`config.mk`:
```
export PLATFORM = sky130hd
export DESIGN_NAME = pulse_repeater
export DESIGN_NICKNAME = d
export VERILOG_FILES = /design/src/rtl/pulse_repeater_pkg.sv /design/src/rtl/pulse_repeater_sync.sv /design/src/rtl/pulse_repeater_fsm.sv /design/src/rtl/pulse_repeater.sv
export SDC_FILE = /design/constraint.sdc
export NUM_CORES = 1
export LEC_CHECK = 0
export BUFFER_PORTS_ARGS = -buffer_cell sky130_fd_sc_hd__buf_4
export CAP_MARGIN = 0
export CORE_AREA = 2 2 39 41
export DETAILED_ROUTE_END_ITERATION = 12
export DIE_AREA = 0 0 41 43
export GPL_TIMING_DRIVEN = 1
export MAX_ROUTING_LAYER = met4
export PLACE_DENSITY = 0.73
export SLEW_MARGIN = 20
export SYNTH_ARGS = -nofsm -noshare
export SYNTH_HDL_FRONTEND = slang
export SYNTH_SLANG_ARGS = --single-unit
```
`constraint.sdc`:
```
create_clock -name clk_i -period 2.1 [get_ports clk_i]
set_clock_uncertainty 0.1 [all_clocks]
set_input_delay 0.105 -clock clk_i [delete_from_list [all_inputs] [get_ports clk_i]]
set_output_delay 0.105 -clock clk_i [all_outputs]
set_load 0.01 [all_outputs]
```
`src/rtl/pulse_repeater_pkg.sv`:
```
package pulse_repeater_pkg;

    typedef enum logic [1:0] {
        ST_IDLE  = 2'd0,
        ST_DRIVE = 2'd1,
        ST_GUARD = 2'd2
    } rep_state_t;

endpackage

```
`src/rtl/pulse_repeater_sync.sv`:
```
module pulse_repeater_sync #(
    parameter int STAGES = 2
) (
    input  logic clk_i,
    input  logic rst_n_i,
    input  logic async_i,
    output logic level_o,
    output logic rise_o
);
    logic [STAGES-1:0] chain_q;
    logic              prev_q;

    always_ff @(posedge clk_i) begin
        if (!rst_n_i) begin
            chain_q <= '0;
            prev_q  <= 1'b0;
        end else begin
            chain_q <= {chain_q[STAGES-2:0], async_i};
            prev_q  <= chain_q[STAGES-1];
        end
    end

    assign level_o = chain_q[STAGES-1];
    assign rise_o  = chain_q[STAGES-1] & ~prev_q;

endmodule

```
`src/rtl/pulse_repeater_fsm.sv`:
```
module pulse_repeater_fsm
    import pulse_repeater_pkg::*;
#(
    parameter bit FIXED_WIDTH = 1'b1,
    parameter int PULSE_W     = 24,
    parameter int DUTY_DIV    = 5
) (
    input  logic clk_i,
    input  logic rst_n_i,
    input  logic en_i,
    input  logic level_i,
    input  logic rise_i,
    output logic pulse_o,
    output logic miss_o
);
    localparam int GUARD_LEN = PULSE_W * (DUTY_DIV - 1);
    localparam int MAX_LEN   = (GUARD_LEN > PULSE_W) ? GUARD_LEN : PULSE_W;
    localparam int CW        = $clog2(MAX_LEN + 1);

    rep_state_t    state_q, state_d;
    logic [CW-1:0] cnt_q, cnt_d;
    logic          drive_done;

    generate
        if (FIXED_WIDTH) begin : g_fixed
            assign drive_done = (cnt_q == CW'(PULSE_W - 1));
        end else begin : g_follow
            assign drive_done = (cnt_q == CW'(PULSE_W - 1)) || !level_i;
        end
    endgenerate

    always_comb begin
        state_d = state_q;
        cnt_d   = cnt_q + 1'b1;
        unique case (state_q)
            ST_IDLE: begin
                cnt_d = '0;
                if (en_i && rise_i) state_d = ST_DRIVE;
            end
            ST_DRIVE: begin
                if (drive_done) begin
                    cnt_d   = '0;
                    state_d = (GUARD_LEN == 0) ? ST_IDLE : ST_GUARD;
                end
            end
            ST_GUARD: begin
                if (cnt_q == CW'(GUARD_LEN - 1)) begin
                    cnt_d   = '0;
                    state_d = ST_IDLE;
                end
            end
            default: begin
                cnt_d   = '0;
                state_d = ST_IDLE;
            end
        endcase
        if (!en_i) begin
            state_d = ST_IDLE;
            cnt_d   = '0;
        end
    end

    always_ff @(posedge clk_i) begin
        if (!rst_n_i) begin
            state_q <= ST_IDLE;
            cnt_q   <= '0;
        end else begin
            state_q <= state_d;
            cnt_q   <= cnt_d;
        end
    end

    always_comb begin
        pulse_o = 1'b0;
        miss_o  = 1'b0;
        unique case (state_q)
            ST_IDLE:  ;
            ST_DRIVE: begin
                pulse_o = 1'b1;
                miss_o  = en_i && rise_i;
            end
            ST_GUARD: miss_o = en_i && rise_i;
            default:  ;
        endcase
    end


    drive_bounded_chk: assert property (@(posedge clk_i) disable iff (!rst_n_i)
        (state_q == ST_DRIVE) |-> (cnt_q < CW'(PULSE_W)));


    no_restart_in_guard_chk: assert property (@(posedge clk_i) disable iff (!rst_n_i)
        (state_q == ST_GUARD) |=> (state_q != ST_DRIVE));


    miss_single_cycle_chk: assert property (@(posedge clk_i) disable iff (!rst_n_i)
        miss_o |=> !miss_o);


    disabled_parks_chk: assert property (@(posedge clk_i) disable iff (!rst_n_i)
        !en_i |=> (state_q == ST_IDLE) && !pulse_o);


    start_needs_edge_chk: assert property (@(posedge clk_i) disable iff (!rst_n_i)
        $rose(pulse_o) |-> $past(rise_i && en_i));

endmodule

```
`src/rtl/pulse_repeater.sv`:
```
module pulse_repeater #(
    parameter bit FIXED_WIDTH = 1'b1,
    parameter int PULSE_W     = 24,
    parameter int DUTY_DIV    = 5,
    parameter int SYNC_STAGES = 2
) (
    input  logic clk_i,
    input  logic rst_n_i,
    input  logic en_i,
    input  logic trig_a_i,
    output logic pulse_o,
    output logic miss_o
);
    logic trig_level;
    logic trig_rise;

    pulse_repeater_sync #(
        .STAGES (SYNC_STAGES)
    ) u_sync (
        .clk_i   (clk_i),
        .rst_n_i (rst_n_i),
        .async_i (trig_a_i),
        .level_o (trig_level),
        .rise_o  (trig_rise)
    );

    pulse_repeater_fsm #(
        .FIXED_WIDTH (FIXED_WIDTH),
        .PULSE_W     (PULSE_W),
        .DUTY_DIV    (DUTY_DIV)
    ) u_fsm (
        .clk_i   (clk_i),
        .rst_n_i (rst_n_i),
        .en_i    (en_i),
        .level_i (trig_level),
        .rise_i  (trig_rise),
        .pulse_o (pulse_o),
        .miss_o  (miss_o)
    );


    quiet_after_reset_chk: assert property (@(posedge clk_i)
        !rst_n_i |=> !pulse_o && !miss_o);

endmodule

```
==> Yosys cells after proc, flatten, opt, wreduce, memory -nomap -nowiden <==
Cells that the tools add are included.
{ "op_classes": {"n_bitwise": 2, "n_eq_ne": 7, "add_sub_neg": 1, "muxes": 9, "n_reduce_logical": 5} }
{ "op_table": {"columns": ["operator", "count"], "rows": [
  ["$mux W7", 2],
  ["$pmux W7 S2", 1],
  ["$add A7 B1 Y7 const B", 1],
  ["$eq A7 B5 Y1 const B", 1],
  ["$eq A7 B7 Y1 const B", 1],
  ["$mux W2", 3],
  ["$ne A2 B1 Y1 const B", 3],
  ["$pmux W2 S3", 1],
  ["$reduce_and A3 Y1", 1],
  ["$eq A2 B1 Y1 const B", 1],
  ["$eq A2 B2 Y1 const B", 1],
  ["$logic_not A2 Y1", 1],
  ["$mux W1", 2],
  ["$reduce_and A2 Y1", 1],
  ["$reduce_or A2 Y1", 1],
  ["$and A1 B1 Y1", 1],
  ["$logic_and A1 B1 Y1", 1],
  ["$not A1 Y1", 1]
]} }
{ "totals": {"out_inout_bits": 2, "word_cells": 28, "reg_bits": 12} }

==> Longest topological paths before layout <==
Gate-level depths: netlist of the first run.
{ "depth": {"word_depth": 5, "mapped_depth": 6, "depth_no_buf": 6} }

==> Modules after synthesis <==
Synthesis of the first run repeated with hierarchy kept, for this count alone.
{ "unflattened": {"cells_unflattened": 63, "area_unflattened_um2": 579.3} }
{ "by_module_without_submodules": {"columns": ["module", "area_each_um2", "cells_per_inst", "instances"], "rows": [
  ["pulse_repeater_fsm", 486.7, 56, 1],
  ["pulse_repeater_sync", 92.6, 7, 1]
]} }

==> Worst setup path before layout of the first run <==
No wires, ideal clock.
{ "synth_path": {"path_kind": "register -> register", "startpoint": "reg u_fsm.state_q[0]", "endpoint": "reg u_fsm.state_q[0]", "n_path_buf": 0, "arrival_time_ns": 1.320, "required_time_ns": 1.874, "setup_time_ns": 0.126, "setup_slack_ns": 0.554, "path_stages_with_launch": 7, "path_cell_list": "dfxtp_1 > inv_1 > ha_1 > or3_1 > o21a_4 > o2111ai_1 > o31ai_1"} }
{ "synth_via": {"elab_chain_cells": 3, "word_cells_on_any_way": 8, "classes_between": "eq/ne (5); mux (1); reduce/logical (2)"} }
{ "synth_lines": {"columns": ["element", "line", "text"], "rows": [
  ["from (decl)", "pulse_repeater_fsm.sv:20", "rep_state_t state_q, state_d;"],
  ["from (signal assigned)", "pulse_repeater_fsm.sv:68", "state_q <= state_d;"],
  ["$eq A2 B2 Y1, or another cell as far along", "pulse_repeater_fsm.sv:35", "unique case (state_q)"],
  ["$ne A2 B1 Y1 (no source line)", null, null],
  ["$reduce_and A3 Y1 (no source line)", null, null]
]} }
Parallel ways exist; a longest one is shown, timed or not.
A chain may end at the register's enable or synchronous reset.

==> Worst setup path in the final report of the first run <==
Ends and elaborated chain as after synthesis.

==> metrics.md, run 1 <==
| Metric | Value |
|---|---|
| Yosys reg bits | `12` |
| Number of nets in the finished design | `81` |
| Number of DRC markers after the initial detailed-route iteration | `0` |
| RePlAce Congestion | `0.654` |
| Internal Dissipation | `0.000308 W` |
| Number of iterations in the first detailed-routing pass | `1` |
| Number of maximum-capacitance constraint violations | `0` |
| Resized Gates After CTS | `0` |
| Highest-count cells in the layout ignoring fill and taps | `sky130_fd_sc_hd__dfxtp_1 (12), sky130_fd_sc_hd__nor2_1 (10), sky130_fd_sc_hd__nand3_1 (6)` |
| Sequential group share of total power | `60.0%` |
| Initial core utilization | `41.2%` |
| Lkg Pwr | `0.256 nW` |
| Clock latency reported for the late side of the worst-skew pair | `0.26 ns` |
| Outcome | `completed` |
| Fraction of final layout cells sized beyond drive strength 1 | `15.7%` |
| Top-level port count | `6` |
| Number of sinks on the clock net | `12` |
| CP Capture Type | `register` |
| Worst slew margin relative to its limit | `79.5%` |
| Count of warnings emitted by yosys | `0` |
| Share of the synthesized netlist area taken by xor and xnor gates | `7.68%` |
| Power density of the placed cells | `566 nW/um2` |
| Synthesized area divided by synthesized cell count | `9.67 um2` |
| Port-buffer cells | `5` |
| FILL cells | `133` |
| Die H | `43 um` |
| Count of unique library cells instantiated by Yosys | `20` |
| Ranking of synthesized cells by area | `sky130_fd_sc_hd__dfxtp_1 (42%), sky130_fd_sc_hd__ha_1 (11%), sky130_fd_sc_hd__nor2_1 (6.6%)` |
| Yosys top cell by area | `sky130_fd_sc_hd__dfxtp_1` |
| Fraction of power spent switching nets | `20.0%` |
| Slew at the pin with the worst max-slew slack | `0.308 ns` |
| CTS Buffer Depth | `2` |
| Setup crit start kind | `register` |
| Maximum number of pins on one net before global-route repair | `9` |
| Post-Syn Instances | `59` |
| Portion of the clock cycle consumed by the worst path in the final layout | `79.3%` |
| Post-CTS clock slew at the launch and capture registers of the worst setup and hold paths | `0.07 ns` |
| Core box area | `1380 um2` |
| Area used by sequential logic in the layout | `240 um2` |
| Largest vdd supply drop | `0.275 mV` |
| Via count of the first global-routing pass | `377` |
| CP max FO | `5` |
| Number of clock buffers inserted by TritonCTS | `3` |
| Fmax | `600 MHz` |
| Antenna violations before repair | `0` |
| Final Critical Period | `1.67 ns` |
| Overall Global Routing Usage | `13.6%` |
| RSZ-0062 raised after global routing | `no` |
| Count of hold buffers inserted by post-cts repair | `3` |
| Dominant combinational cell family by area after synthesis | `simple AND/OR/NAND/NOR gates` |
| Antenna Nets Post-Route | `0` |
| Simple-gate area share of the yosys netlist | `22.1%` |
| Final design instance area without fill | `681 um2` |
| Worst setup path category | `register to register` |
| First-pass GRT wire length | `1520 um` |
| Post-synthesis cell area | `571 um2` |
| Clock tree from TritonCTS | `yes` |
| Fraction of synthesized cell area taken by the top area cell type | `42.1%` |
| Fraction of the mapped netlist area in compound gates | `14.5%` |
| Sequential element share of the synthesized area | `42.1%` |
| Count of endpoints failing setup in the final report | `0` |
| Area occupied by multi-input gates | `315 um2` |
| Number of H-tree branching levels | `1` |
| Type of the most critical hold path | `primary input to register` |
| Most common cell after layout, fill and taps aside | `sky130_fd_sc_hd__dfxtp_1` |
| Max-slew violations | `0` |
| Data arrival time of the critical path | `1.71 ns` |
| Area of the die | `1760 um2` |
| DIE WIDTH | `41 um` |
| Area added between synthesis and finish | `19.3%` |
| Hold Vio Cnt, Final | `0` |
| Placement-stage worst setup slack | `0.443 ns` |
| Arithmetic-cell share of the synthesized area counting full adders, half adders and majority gates | `11.0%` |
| Net switching component of the power | `0.0000769 W` |
| Average routed wire per standard cell | `11.2 um` |
| Final critical-path setup slack | `0.434 ns` |
| Final HPWL from detailed placement | `696 um` |
| Number of vias per cell | `5.10` |
| Share of cell area taken by muxes after synthesis | `0%` |
| Count of inserted antenna diode cells | `0` |
| Setup TNS Final | `0 ns` |
| Grt ovf | `0` |
| Share of total power in the clock network | `34.4%` |
| Buffer type at the clock tree root | `sky130_fd_sc_hd__clkbuf_4` |
| Required time of the worst setup path | `2.14 ns` |
| Fraction of power consumed by combinational cells | `5.6%` |
| Number of placement rows | `14` |
| DRC violations left | `0` |
| Drt total wl | `961 um` |
| Placement Cell Area | `628 um2` |
| Syn nets | `68` |
| Via total after detailed routing | `439` |
| # Post-CTS Setup Buffers | `0` |
[power groups by stage]
stage,Clock (W),Combinational (W),Sequential [W]
6_report,0.000132,0.0000216,0.000231
5_1_grt,0.000152,0.0000239,0.000232
4_1_cts,0.000141,0.0000212,0.000231
3_5_place_dp,0,0.0000168,0.000236
3_3_place_gp,0,0.0000165,0.000236
2_1_floorplan,0,0.00000775,0.000236
[area by class of cell]
class	count	area share (%)
Multi-Input combinational cell	43	46.3
Clock buffer	3	3.31
Tap cell	16	2.94
Timing Repair Buffer	8	9.93
Sequential cell	12	35.3
Inverter	4	2.21
[synthesized netlist by cell type (all sizes together)]
| library cell | instances |
|---|---|
| dfxtp | 12 |
| nor2 | 10 |
| nand3 | 6 |
| ha | 5 |
| inv | 4 |
| and2 | 3 |
| xor2 | 3 |
| o2111ai | 2 |
| o31ai | 2 |
| xnor2 | 2 |
| a21boi | 1 |
| and3 | 1 |
| and4b | 1 |
| nand2 | 1 |
| nand3b | 1 |
| nor3 | 1 |
| o21a | 1 |
| o21bai | 1 |
| o2bb2ai | 1 |
| or3 | 1 |
[critical path, cell delays in order (launching register included)]
cell and delay, ns:
sky130_fd_sc_hd__dfxtp_1 0.36, sky130_fd_sc_hd__inv_1 0.09, sky130_fd_sc_hd__ha_1 0.22, sky130_fd_sc_hd__or3_1 0.32, sky130_fd_sc_hd__o21a_4 0.15, sky130_fd_sc_hd__o2111ai_1 0.20
sky130_fd_sc_hd__o31ai_1 0.10
[stage by stage]
stage          hold WS (ns)  util (%)  instances  power (W)
5_1_grt              0.0655      49.2         86   0.000408
6_report             0.0556      49.2         86   0.000385
2_1_floorplan         0.127         -         59   0.000244
4_1_cts              0.0467      49.2         86   0.000393
3_3_place_gp          0.217      45.4         80   0.000253
3_5_place_dp          0.218      45.4         80   0.000253
[logic make-up (layout without fill, tap and decap cells)]
group                    count (synthesis)  after routing
AND/OR/NAND/NOR                         25             25
flip-flops                              12             12
AO/OA/AOI/OAI                            8              8
adder cells (fa/ha/maj)                  5              5
XOR/XNOR                                 5              5
buffers and inverters                    4             15
[routing by layer]
metal	global-route usage [%]	vias up	share of wire, %
met5	-	-	0
met4	10.0	0	1.5
met3	4.71	2	1.8
met2	17.2	3	48
met1	17.3	206	48
li1	-	228	-
[final timing paths]
check	startpoint	endpoint	slack, ns	depth (start not counted)
min	en_i	u_fsm.state_q[1]	0.06	3
max	u_fsm.state_q[0]	u_fsm.state_q[0]	0.43	6
min reg2reg	u_sync.chain_q[0]	u_sync.chain_q[1]	0.34	1
max reg2reg	u_fsm.state_q[0]	u_fsm.state_q[0]	0.43	6
[registers in the layout, indices dropped and copies added, names as in the netlist]
name	flops
u_fsm.cnt_q	7
u_fsm.state_q	2
u_sync.chain_q	2
u_sync.prev_q	1
No activity file was read; power rests on OpenSTA's default activity.
==> run 2, diff against run 1 <==
--- a/config.mk
+++ b/config.mk
@@ -12,7 +12,7 @@
 export DIE_AREA = 0 0 41 43
 export GPL_TIMING_DRIVEN = 1
 export MAX_ROUTING_LAYER = met4
-export PLACE_DENSITY = 0.73
+export PLACE_DENSITY = 0.76
 export SLEW_MARGIN = 20
 export SYNTH_ARGS = -nofsm -noshare
 export SYNTH_HDL_FRONTEND = slang
==> constraint.sdc (replaced) <==
create_clock -name clk_i -period 1.35 [get_ports clk_i]
set_clock_uncertainty 0.1 [all_clocks]
set_input_delay 0.0675 -clock clk_i [delete_from_list [all_inputs] [get_ports clk_i]]
set_output_delay 0.0675 -clock clk_i [all_outputs]
set_load 0.01 [all_outputs]
==> metrics.md, run 2 (same netlist as run 1, synthesis figures left out) <==
| Metric | Value |
|---|---|
| Hold Vio Cnt, Final | `0 (unchanged)` |
| Clock latency reported for the late side of the worst-skew pair | `0.27 ns (about the same)` |
| Average routed wire per standard cell | `11.4 um (+1.6%)` |
| Data arrival time of the critical path | `1.56 ns (-0.15 ns)` |
| Via count of the first global-routing pass | `462 (+23%)` |
| Buffer type at the clock tree root | `sky130_fd_sc_hd__clkbuf_4` |
| Most common cell after layout, fill and taps aside | `sky130_fd_sc_hd__buf_4` |
| Number of placement rows | `14 (unchanged)` |
| Area of the die | `1760 um2 (unchanged)` |
| Met2 layer usage reported by global route | `24.4% (+7.2 points)` |
| CTS Buffer Depth | `2 (unchanged)` |
| Met1 usage in global routing | `15.7% (-1.5 points)` |
| Setup TNS Final | `-0.971 ns (-0.971 ns)` |
| Drt total wl | `1110 um (+16%)` |
| Number of DRC markers after the initial detailed-route iteration | `4 (+4)` |
| Global routing met3 resource utilization | `4.71% (unchanged)` |
| DIE WIDTH | `41 um (unchanged)` |
| Net switching component of the power | `0.000128 W (+66%)` |
| Die H | `43 um (unchanged)` |
| Number of sinks on the clock net | `12 (unchanged)` |
| Largest vdd supply drop | `0.342 mV (+25%)` |
| Outcome | `finished, violations left` |
| Power density of the placed cells | `724 nW/um2 (+28%)` |
| Biggest register | `u_fsm.cnt_q` |
| First-pass GRT wire length | `1730 um (+13%)` |
| Worst setup path category | `register to register` |
| Required time of the worst setup path | `1.40 ns (-0.74 ns)` |
| Portion of the clock cycle consumed by the worst path in the final layout | `112% (+32 points)` |
| Max-slew violations | `0 (unchanged)` |
| Area added between synthesis and finish | `48.2%` |
| CP max FO | `5 (unchanged)` |
| Number of iterations in the first detailed-routing pass | `4 (+3)` |
| Fraction of power spent switching nets | `20.9% (+0.94 points)` |
| CP Capture Type | `register` |
| Fmax | `664 MHz (+11%)` |
| Clock tree from TritonCTS | `yes` |
| Share of total power in the clock network | `34.3% (about the same)` |
| Slew at the pin with the worst max-slew slack | `0.256 ns (-0.0518 ns)` |
| Number of vias per cell | `5.05 (-1.1%)` |
| Top-level port count | `6 (unchanged)` |
| Final HPWL from detailed placement | `801 um (+15%)` |
| Flip-flop count of the largest register after layout | `7 (unchanged)` |
| Type of the most critical hold path | `register to register` |
| Number of maximum-capacitance constraint violations | `0 (unchanged)` |
| DRC violations left | `0 (unchanged)` |
| Placement Cell Area | `736 um2 (+17%)` |
| Failing checks | `negative setup slack` |
| Sequential group share of total power | `58.4% (-1.6 points)` |
| Post-CTS clock slew at the launch and capture registers of the worst setup and hold paths | `0.07 ns (about the same)` |
| Initial core utilization | `41.2% (unchanged)` |
| GR peak layer | `met2` |
| Fraction of final layout cells sized beyond drive strength 1 | `43.9% (+28 points)` |
| Number of clock buffers inserted by TritonCTS | `3 (unchanged)` |
| Count of inserted antenna diode cells | `0 (unchanged)` |
| Placement-stage worst setup slack | `-0.142 ns (-0.585 ns)` |
| RePlAce Congestion | `0.715 (+9.4%)` |
| Number of H-tree branching levels | `1 (unchanged)` |
| Final Critical Period | `1.51 ns (-0.160 ns)` |
| Grt ovf | `0 (unchanged)` |
| Internal Dissipation | `0.000484 W (+57%)` |
| Final design instance area without fill | `846 um2 (+24%)` |
| Lkg Pwr | `0.325 nW (+27%)` |
| Final critical-path setup slack | `-0.156 ns (-0.590 ns)` |
| Antenna Nets Post-Route | `0 (unchanged)` |
| Count of endpoints failing setup in the final report | `9 (+9)` |
| Biggest registers after layout | `u_fsm.cnt_q (7), u_fsm.state_q (2), u_sync.chain_q (2)` |
| Number of nets in the finished design | `93 (+15%)` |
| FILL cells | `122 (-8.3%)` |
| Core box area | `1380 um2 (unchanged)` |
| RSZ-0062 raised after global routing | `yes` |
| Maximum number of pins on one net before global-route repair | `9 (unchanged)` |
| Port-buffer cells | `5 (unchanged)` |
| Overall Global Routing Usage | `15.2% (+1.6 points)` |
| Antenna violations before repair | `0 (unchanged)` |
| Fraction of power consumed by combinational cells | `7.2% (+1.6 points)` |
| Highest-count cells in the layout ignoring fill and taps | `sky130_fd_sc_hd__buf_4 (16), sky130_fd_sc_hd__dfxtp_1 (10), sky130_fd_sc_hd__nor2_1 (9)` |
| Setup crit start kind | `register` |
| Via total after detailed routing | `495 (+13%)` |
| Worst slew margin relative to its limit | `82.8% (+3.4 points)` |
run 2: cell count changes in the layout (fill, tap and decap cells not counted), moves of 2 or more:
cell / change
sky130_fd_sc_hd__buf_4: +11
sky130_fd_sc_hd__ha_1: -3
sky130_fd_sc_hd__ha_4: +3
sky130_fd_sc_hd__inv_1: -3
sky130_fd_sc_hd__dfxtp_1: -2
sky130_fd_sc_hd__inv_2: +2
sky130_fd_sc_hd__o2111ai_1: -2
sky130_fd_sc_hd__o2111ai_2: +2
run 2: layout make-up:
class                   count  area, um2  share of cell area [%]
inverters                   4       17.5                    2.07
well taps                  16       20.0                    2.37
multi-input cells          43        379                    44.8
repair buffers             20        161                    19.1
flip-flops and latches     12        245                    29.0
clock buffers               3       22.5                    2.66
run 2: power by group through the flow:
| stage | Sequential (W) | Combinational (W) | Clock [W] |
|---|---|---|---|
| 2_1_floorplan | 0.000368 | 0.0000133 | 0 |
| 3_3_place_gp | 0.000368 | 0.0000315 | 0 |
| 3_5_place_dp | 0.000368 | 0.0000327 | 0 |
| 4_1_cts | 0.000358 | 0.0000418 | 0.000216 |
| 5_1_grt | 0.000358 | 0.0000481 | 0.000234 |
| 6_report | 0.000358 | 0.0000443 | 0.000210 |
run 2: path summary, 6_finish.rpt:
check | startpoint | to | slack, ns | cells past startpoint
worst max-delay path | u_fsm.state_q[1] | u_fsm.state_q[0] | -0.16 | 5
worst min-delay path | u_sync.chain_q[0] | u_sync.chain_q[1] | 0.35 | 1
worst max register to register | u_fsm.state_q[1] | u_fsm.state_q[0] | -0.16 | 5
worst min register to register | u_sync.chain_q[0] | u_sync.chain_q[1] | 0.35 | 1
run 2: routing by layer:
| layer | up-vias | part of all wire (%) |
|---|---|---|
| met1 | 234 | 42 |
| li1 | 251 | - |
| met2 | 8 | 54 |
| met4 | 0 | 1.5 |
| met3 | 2 | 2.3 |
| met5 | - | 0 |
run 2: timing repair:
item,4_1_cts,5_1_grt
hold endpoints to repair,4,0
hold buffers,3,0
pin swaps,2,3
endpoints found under the setup margin,10,10
cloned,0,0
setup buffers,1,0
resized for setup,6,5
run 2: metrics by stage:
stage / utilization (%) / cells / power [W] / hold WS, ns
after floorplan: - / 59 / 0.000381 / 0.0892
after global routing: 61.1 / 98 / 0.000640 / 0.392
after CTS: 59.7 / 98 / 0.000615 / 0.359
after detailed placement: 53.2 / 91 / 0.000401 / 0.189
final: 61.1 / 98 / 0.000612 / 0.353
after global placement: 53.2 / 91 / 0.000399 / 0.178
run 2: worst max-delay path, cell delays in order (launching register included):
cell	delay [ns]
sky130_fd_sc_hd__dfxtp_4	0.37
sky130_fd_sc_hd__ha_4	0.16
sky130_fd_sc_hd__or3_4	0.32
sky130_fd_sc_hd__o21a_4	0.15
sky130_fd_sc_hd__o2111ai_2	0.20
sky130_fd_sc_hd__o31ai_1	0.09
==> run 3, diff against run 2 <==
--- a/config.mk
+++ b/config.mk
@@ -12,7 +12,7 @@
 export DIE_AREA = 0 0 41 43
 export GPL_TIMING_DRIVEN = 1
 export MAX_ROUTING_LAYER = met4
-export PLACE_DENSITY = 0.76
+export PLACE_DENSITY = 0.6
 export SLEW_MARGIN = 20
 export SYNTH_ARGS = -nofsm -noshare
 export SYNTH_HDL_FRONTEND = slang
==> constraint.sdc (replaced) <==
create_clock -name clk_i -period 1.86 [get_ports clk_i]
set_clock_uncertainty 0.1 [all_clocks]
set_input_delay 0.093 -clock clk_i [delete_from_list [all_inputs] [get_ports clk_i]]
set_output_delay 0.093 -clock clk_i [all_outputs]
set_load 0.01 [all_outputs]
==> metrics.md, run 3 (same netlist as run 1, synthesis figures left out) <==
| Metric | Value |
|---|---|
| First element of the critical path | `u_fsm.state_q[0]` |
| Fraction of final layout cells sized beyond drive strength 1 | `16.9% (-27 points)` |
| Number of buffer and inverter instances along the worst setup path | `1 (+1)` |
| Number of maximum-capacitance constraint violations | `0 (unchanged)` |
| Crit path capture | `u_fsm.state_q[1]` |
| Antenna Nets Post-Route | `0 (unchanged)` |
| Post-CTS clock slew at the launch and capture registers of the worst setup and hold paths | `0.08 ns (about the same)` |
| Area used by sequential logic in the layout | `240 um2 (-2.0%)` |
| Average routed wire per standard cell | `11.0 um (-2.7%)` |
| Final hold slack | `0.0259 ns (-0.328 ns)` |
| Area added between synthesis and finish | `21.7%` |
| Max-slew violations | `0 (unchanged)` |
| Resized Gates After CTS | `0 (-6)` |
| Power density of the placed cells | `708 nW/um2 (-2.2%)` |
| Initial core utilization | `41.2% (unchanged)` |
| CP Depth | `6 (+1)` |
| Hold path depth | `3 (+2)` |
| Portion of the clock cycle consumed by the worst path in the final layout | `88.2% (-23 points)` |
| Count of endpoints failing setup in the final report | `0 (-9)` |
| Placement Cell Area | `628 um2 (-15%)` |
| Number of iterations in the first detailed-routing pass | `2 (-2)` |
| Count of inserted antenna diode cells | `0 (unchanged)` |
| Biggest register | `u_fsm.cnt_q` |
| Final Critical Period | `1.64 ns (+0.135 ns)` |
| Number of clock buffers inserted by TritonCTS | `3 (unchanged)` |
| Via count of the first global-routing pass | `428 (-7.4%)` |
| Slew at the pin with the worst max-slew slack | `0.312 ns (+0.0554 ns)` |
| RePlAce Congestion | `0.719 (+0.49%)` |
| Setup TNS Final | `0 ns (+0.971 ns)` |
| Core box area | `1380 um2 (unchanged)` |
| Critical register-to-register path startpoint | `u_fsm.state_q[0]` |
| Number of DRC markers after the initial detailed-route iteration | `2 (-2)` |
| Worst R2R Path Depth | `6 (+1)` |
| Number of nets in the finished design | `81 (-13%)` |
| Via total after detailed routing | `436 (-12%)` |
| CP Capture Type | `register` |
| Type of the most critical hold path | `primary input to register` |
| Clock latency reported for the late side of the worst-skew pair | `0.27 ns (about the same)` |
| Number of placement rows | `14 (unchanged)` |
| Final HPWL from detailed placement | `667 um (-17%)` |
| First-pass GRT wire length | `1730 um (unchanged)` |
| Die H | `43 um (unchanged)` |
| Top-level port count | `6 (unchanged)` |
| Final design instance area without fill | `694 um2 (-18%)` |
| Number of sinks on the clock net | `12 (unchanged)` |
| DIE WIDTH | `41 um (unchanged)` |
| Biggest registers after layout | `u_fsm.cnt_q (7), u_fsm.state_q (2), u_sync.chain_q (2)` |
| Drt total wl | `961 um (-14%)` |
| Highest-count cells in the layout ignoring fill and taps | `sky130_fd_sc_hd__dfxtp_1 (12), sky130_fd_sc_hd__nor2_1 (10), sky130_fd_sc_hd__nand3_1 (6)` |
| FILL cells | `125 (+2.5%)` |
| Buffer type at the clock tree root | `sky130_fd_sc_hd__clkbuf_4` |
| Port-buffer cells | `5 (unchanged)` |
| Overall Global Routing Usage | `15.3% (+0.072 points)` |
| Data arrival time of the critical path | `1.70 ns (+0.14 ns)` |
| Setup crit start kind | `register` |
| Flip-flop count of the largest register after layout | `7 (unchanged)` |
| Antenna violations before repair | `0 (unchanged)` |
| Count of hold buffers inserted by post-cts repair | `3 (unchanged)` |
| Critical-path cell list | `inv_1 > ha_1 > or3_1 > o21a_4 > o2111ai_1 > o31ai_1` |
| Worst setup path category | `register to register` |
| Fmax | `609 MHz (-8.2%)` |
| CP max-delay cell | `sky130_fd_sc_hd__dfxtp_1` |
| RSZ-0062 raised after global routing | `no` |
| Area occupied by multi-input gates | `315 um2 (-17%)` |
| Hold Vio Cnt, Final | `0 (unchanged)` |
| Final critical-path setup slack | `0.219 ns (+0.375 ns)` |
| Area of the die | `1760 um2 (unchanged)` |
| Lkg Pwr | `0.264 nW (-19%)` |
| Family of cells with the greatest summed delay on the critical path | `compound AO/OA/AOI/OAI gates` |
| Number of vias per cell | `5.01 (-0.78%)` |
| Number of H-tree branching levels | `1 (unchanged)` |
| Required time of the worst setup path | `1.92 ns (+0.52 ns)` |
| CTS Buffer Depth | `2 (unchanged)` |
| Largest incremental delay on the critical path | `0.36 ns (about the same)` |
| Reg-to-Reg End | `u_fsm.state_q[1]` |
| CP max FO | `5 (unchanged)` |
| Worst slew margin relative to its limit | `79.2% (-3.6 points)` |
| Post-Route Utilization | `50.2% (-11 points)` |
| Grt ovf | `0 (unchanged)` |
| Maximum number of pins on one net before global-route repair | `9 (unchanged)` |
| Setup slack of the worst register-to-register path | `0.22 ns (+0.38 ns)` |
| Placement-stage worst setup slack | `0.224 ns (+0.366 ns)` |
| Largest vdd supply drop | `0.416 mV (+22%)` |
| DRC violations left | `0 (unchanged)` |
| Most common cell after layout, fill and taps aside | `sky130_fd_sc_hd__dfxtp_1` |
| Outcome | `completed` |
| # Post-CTS Setup Buffers | `0 (-1)` |
| Clock tree from TritonCTS | `yes` |
run 3: cell count changes in the layout (fill, tap and decap cells not counted), moves of 2 or more:
cell / change
sky130_fd_sc_hd__inv_1: +3
sky130_fd_sc_hd__buf_4: -11
sky130_fd_sc_hd__ha_4: -3
sky130_fd_sc_hd__dfxtp_1: +2
sky130_fd_sc_hd__ha_1: +3
sky130_fd_sc_hd__o2111ai_2: -2
sky130_fd_sc_hd__o2111ai_1: +2
sky130_fd_sc_hd__inv_2: -2
run 3: how the worst min path moves through the flow:
stage                     startpoint                 to  slack, ns
after floorplan              rst_n_i  u_sync.chain_q[0]       0.11
after global placement      trig_a_i  u_sync.chain_q[0]       0.20
after detailed placement    trig_a_i  u_sync.chain_q[0]       0.21
after CTS                       en_i   u_fsm.state_q[0]       0.02
after global routing            en_i   u_fsm.state_q[0]       0.03
final                           en_i   u_fsm.state_q[0]       0.03
run 3: report_power, final:
group	total, W	switching (W)	internal, W
sequential	0.000261	0.00000101	0.000260
combinational	0.0000242	0.0000108	0.0000133
clock	0.000207	0.0000877	0.000119
run 3: worst min-delay path: cells and delay by family:
family	cells	cell delay (ns)
buf+inv	1	0.13
simple gates	1	0.08
compound gates	1	0.06
run 3: through the flow:
stage / power (W) / std cells
after floorplan: 0.000275 / 59
after global placement: 0.000286 / 80
after detailed placement: 0.000286 / 80
after CTS: 0.000500 / 87
after global routing: 0.000516 / 87
final: 0.000492 / 87
run 3: area by class of cell:
class,count,area share (%)
Multi-Input combinational cell,43,45.4
Sequential cell,12,34.6
Timing Repair Buffer,8,9.73
Clock buffer,4,5.23
Tap cell,16,2.88
Inverter,4,2.16
run 3: routing by layer:
| layer | global-route usage [%] | wire length, um | up-vias |
|---|---|---|---|
| met2 | 20.3 | 398 | 7 |
| li1 | - | - | 227 |
| met1 | 18.2 | 498 | 198 |
| met3 | 4.71 | 32 | 4 |
| met5 | - | 0 | - |
| met4 | 12.0 | 31 | 0 |
